**src/rtl/ihc_scoreboard.sv**
```systemverilog
// Per-register count of cycles until the pending write reaches the port.
module ihc_scoreboard #(
    parameter int NREG = 32,
    parameter int RW   = 5,
    parameter int CW   = 5
) (
    input  logic            clk,
    input  logic            rst_n,
    input  logic            we,
    input  logic [RW-1:0]   dst,
    input  logic [CW-1:0]   lat,
    input  logic [RW-1:0]   src_a,
    input  logic [RW-1:0]   src_b,
    output logic            raw_hit,
    output logic            waw_hit,
    output logic [NREG-1:0] pend
);
    typedef struct packed {
        logic [NREG-1:0][CW-1:0] cnt;
    } sb_t;

    sb_t s_d, s_q;

    always_comb begin
        for (int r = 0; r < NREG; r++) begin
            s_d.cnt[r] = (s_q.cnt[r] != '0) ? s_q.cnt[r] - CW'(1) : '0;
            if (we && (dst == RW'(r))) begin
                s_d.cnt[r] = lat - CW'(1);
            end
            pend[r] = (s_q.cnt[r] != '0);
        end
    end

    always_ff @(posedge clk or negedge rst_n) begin
        if (!rst_n) begin
            s_q <= '0;
        end else begin
            s_q <= s_d;
        end
    end

    assign raw_hit = pend[src_a] | pend[src_b];
    assign waw_hit = (s_q.cnt[dst] >= lat);

endmodule

```
**config.mk**
```make
export PLATFORM = sky130hd
export DESIGN_NAME = ihc_scoreboard
export DESIGN_NICKNAME = d
export VERILOG_FILES = /design/src/rtl/ihc_scoreboard.sv
export SDC_FILE = /design/constraint.sdc
export NUM_CORES = 1
export LEC_CHECK = 0
export ABC_AREA = 0
export BUFFER_PORTS_ARGS = -buffer_cell sky130_fd_sc_hd__buf_2
export CAP_MARGIN = 25
export CORE_ASPECT_RATIO = 1.2
export CORE_MARGIN = 2
export CORE_UTILIZATION = 49
export DETAILED_ROUTE_END_ITERATION = 10
export PLACE_DENSITY = 0.77
export SYNTH_ARGS = -nofsm -noshare
export SYNTH_HDL_FRONTEND = slang
export SYNTH_SLANG_ARGS = --single-unit
```
**constraint.sdc**
```tcl
create_clock -name clk -period 3.1 [get_ports clk]
set_input_delay 0.155 -clock clk [delete_from_list [all_inputs] [get_ports clk]]
set_output_delay 0.155 -clock clk [all_outputs]
set_load 0.01 [all_outputs]
```
==> metrics <==
outcome finished with violations; failing checks setup timing; Final period util 1.06; Mapped Nets 1,146; Slew headroom 0.413; TNS Setup -0.231 ns; CTS sink cnt between 150 and 200; number of DRC markers in iteration 0 995; initial antenna violation count 2; vias in the first global route 8,764; layout cell share with drive strength beyond 1 0.198; dpl hpwl 20.9 mm; # IOs 57; max FFs per register 160; DR vias/cell around 6.4; Max Cap Violations 0; Lkg Pwr 0.00545 µW; clock latency on the worst-skew pair 0.44 ns; Pwr Density about 1100 mW/mm²; TritonCTS clock tree done; WL final 30.5 mm; crit path max fanout 3; Final Hold Vio Count 0; Layout Utilization 0.572; crit end category primary output; root buf cell clkbuf_16; Syn-to-layout area delta 14.2%; Total Routing Usage GR 0.282; flip-flop and latch count after synthesis 160; PnR worst setup slack -0.182 ns; yosys warns 0; Post-Syn Area 0.0105 mm²; sequential area share after synthesis 0.380; H-tree Lvls 4; Pins Over Slew Limit 0; GR Overflow Total 0; Final min period 3.28 ns; total CTS buffers 17; met1 Use GR 0.369; RSZ-0062 raised after global routing yes; Die X 138 µm; largest net degree at the start of global routing 91; startpoint types register; Initial Utilization 0.501; die footprint roughly 0.023 mm²; most flop-heavy register s_q; synthesized area per cell 10.0 µm²; Worst Path Arrival 3.13 ns; CP required 2.94 ns; CTS clk-pin slew, worst paths 0.06 ns; core area 0.0210 mm²; first-pass GRT wire length 48.1 mm; Final Setup Violations 2; Nets 1,199; area of the multi-input gates 0.00610 mm²; peak supply drop 0.439 mV; Top Usage Layer GRT met2; Post-Synthesis Cells approximately 1,100; Hold Path Class input pin to register; clk_skew 0.00635 ns; library cells used by synthesis 36; Filler Cell Count 1,720; IO buf count 56; GRT met3 Usage 0.0611; Vias 8,875; area taken by flip-flops and latches 0.00400 mm²; CP Class register to primary output; TritonRoute pass-1 iters 5; Worst Tran Pin Value 0.877 ns; Row Count 58; Top Registers s_q (160); Die Y around 160 µm; Clock Path Buffers 2; Remaining DRCs 0; GRT met2 Usage 0.451; antenna viol nets, final 0; Peak Freq 305 MHz; DR WL/cell about 22 µm; RD Place Congestion 0.981
## layer usage
| metal | up-vias | wire length (µm) |
|---|---|---|
| li1 | 3871 | - |
| met1 | 4345 | 11800 |
| met2 | 545 | 14600 |
| met3 | 112 | 3030 |
| met4 | 2 | 1180 |
| met5 | - | 7 |
## cells by family after synthesis
logic type                 Yosys count  synth area share
and+or+nand+nor                    330             0.160
AOI/OAI and AO/OA                  175            0.0931
DFF                                160             0.380
buffers and inverters              141            0.0521
xor gates and xnor gates            99            0.0823
muxes                               78             0.149
adders and majority gates           70            0.0831
## worst max-delay path, stage by stage, from the launching register on
cell,delay (ns)
dfrtp_1,0.43
mux4_2,0.48
mux4_2,0.53
mux2i_1,0.16
ha_1,0.25
nand2b_4,0.13
a21o_1,0.16
a21oi_2,0.11
nor2b_1,0.05
o21ai_1,0.13
nand2b_1,0.10
buf_2,0.15
## power breakdown
part | internal, µW | total (µW) | switching, µW
clock | 1480 | 2370 | 900
sequential | 3240 | 4650 | 1410
combinational | 3050 | 5980 | 2930
## final cells by class
cell class / count / share of cell area
flip-flops and latches: 160 / 0.333
clock inverters: 13 / 0.0173
repair buffers: 95 / 0.0525
multi-input cells: 752 / 0.507
clock buffers: 19 / 0.0376
well taps: 270 / 0.0281
inverters: 80 / 0.0250
diodes: 1 / 0.000208
## repair_timing
action	in CTS	in global routing
endpoints found under the setup margin	2	2
buffers inserted	8	3
hold buffers	1	0
gates resized for setup	22	7
endpoints found under the hold margin	88	0
pin swaps	6	2
## cells in the final DEF (no fill, tap or decap), types with 2 or more instances in the layout
master	count
nand3b_1	24
o21ai_0	97
o221ai_1	2
nor4b_1	7
xor2_1	64
clkinv_4	2
xnor2_2	3
mux2_2	5
bufinv_16	5
clkbuf_16	17
nor2_1	49
or4b_1	7
nor3_1	36
inv_1	73
and2_1	2
o22ai_1	64
buf_2	55
dfrtp_1	160
inv_2	7
buf_12	4
mux4_2	60
ha_1	70
buf_4	34
nand2_1	107
clkinv_2	3
mux2i_1	10
nor2b_1	4
or4b_4	17
a21oi_1	3
inv_6	2
mux4_1	2
o31ai_1	2
xnor2_1	32
o211ai_1	2
nand2b_1	4
clkbuf_8	2
nand3_1	68
## worst paths after layout
| path | cells past startpoint | to | slack [ns] | startpoint |
|---|---|---|---|---|
| max reg2reg | 7 | s_q[159]$_DFF_PN0_ | 1.03 | s_q[155]$_DFF_PN0_ |
| max in group asynchronous | 3 | s_q[114]$_DFF_PN0_ | 1.81 | rst_n |
| max | 11 | waw_hit | -0.18 | s_q[65]$_DFF_PN0_ |
| min reg2reg | 3 | s_q[75]$_DFF_PN0_ | 0.61 | s_q[75]$_DFF_PN0_ |
| min in group asynchronous | 2 | s_q[10]$_DFF_PN0_ | 0.37 | rst_n |
| min | 4 | s_q[102]$_DFF_PN0_ | 0.35 | lat[2] |
## Yosys cell counts
cell	instances	area share
and2_1	2	0.0012
mux2i_1	11	0.010
o31ai_1	2	0.0014
dfrtp_1	160	0.38
a221oi_1	1	0.00083
xor2_1	64	0.053
nand3_1	68	0.032
buf_2	10	0.0048
o221ai_1	2	0.0017
nand2_1	107	0.038
nor2b_1	4	0.0024
xnor2_1	35	0.029
clkbuf_1	47	0.017
o21ai_0	98	0.047
inv_1	80	0.029
or4b_1	23	0.022
nand3b_1	24	0.017
buf_6	1	0.0011
o211ai_1	2	0.0014
nor3b_1	1	0.00071
mux2_2	5	0.0053
or4b_4	1	0.0013
a21oi_1	4	0.0019
nand2b_1	5	0.0030
ha_1	70	0.083
nor2_1	49	0.017
nor4b_1	8	0.0067
nor3_1	36	0.017
and2_0	1	0.00059
buf_1	3	0.0011
a21o_1	1	0.00071
mux4_1	2	0.0050
a31oi_1	1	0.00059
or3_1	1	0.00059
o22ai_1	64	0.038
mux4_2	60	0.13
## stage by stage
step	std cells	instance area, µm²	total power (µW)	hold slack [ns]	setup slack (ns)
after CTS	1386	12000	12800	0.334	-0.159
after detailed placement	1345	11200	10100	0.297	0.0537
after global placement	1345	11200	9890	0.296	0.108
after global routing	1390	12000	13900	0.373	-0.270
after floorplan	1053	10500	8530	-0.141	0.253
final	1390	12000	13000	0.347	-0.182
No activity file was read; power rests on OpenSTA's default activity.
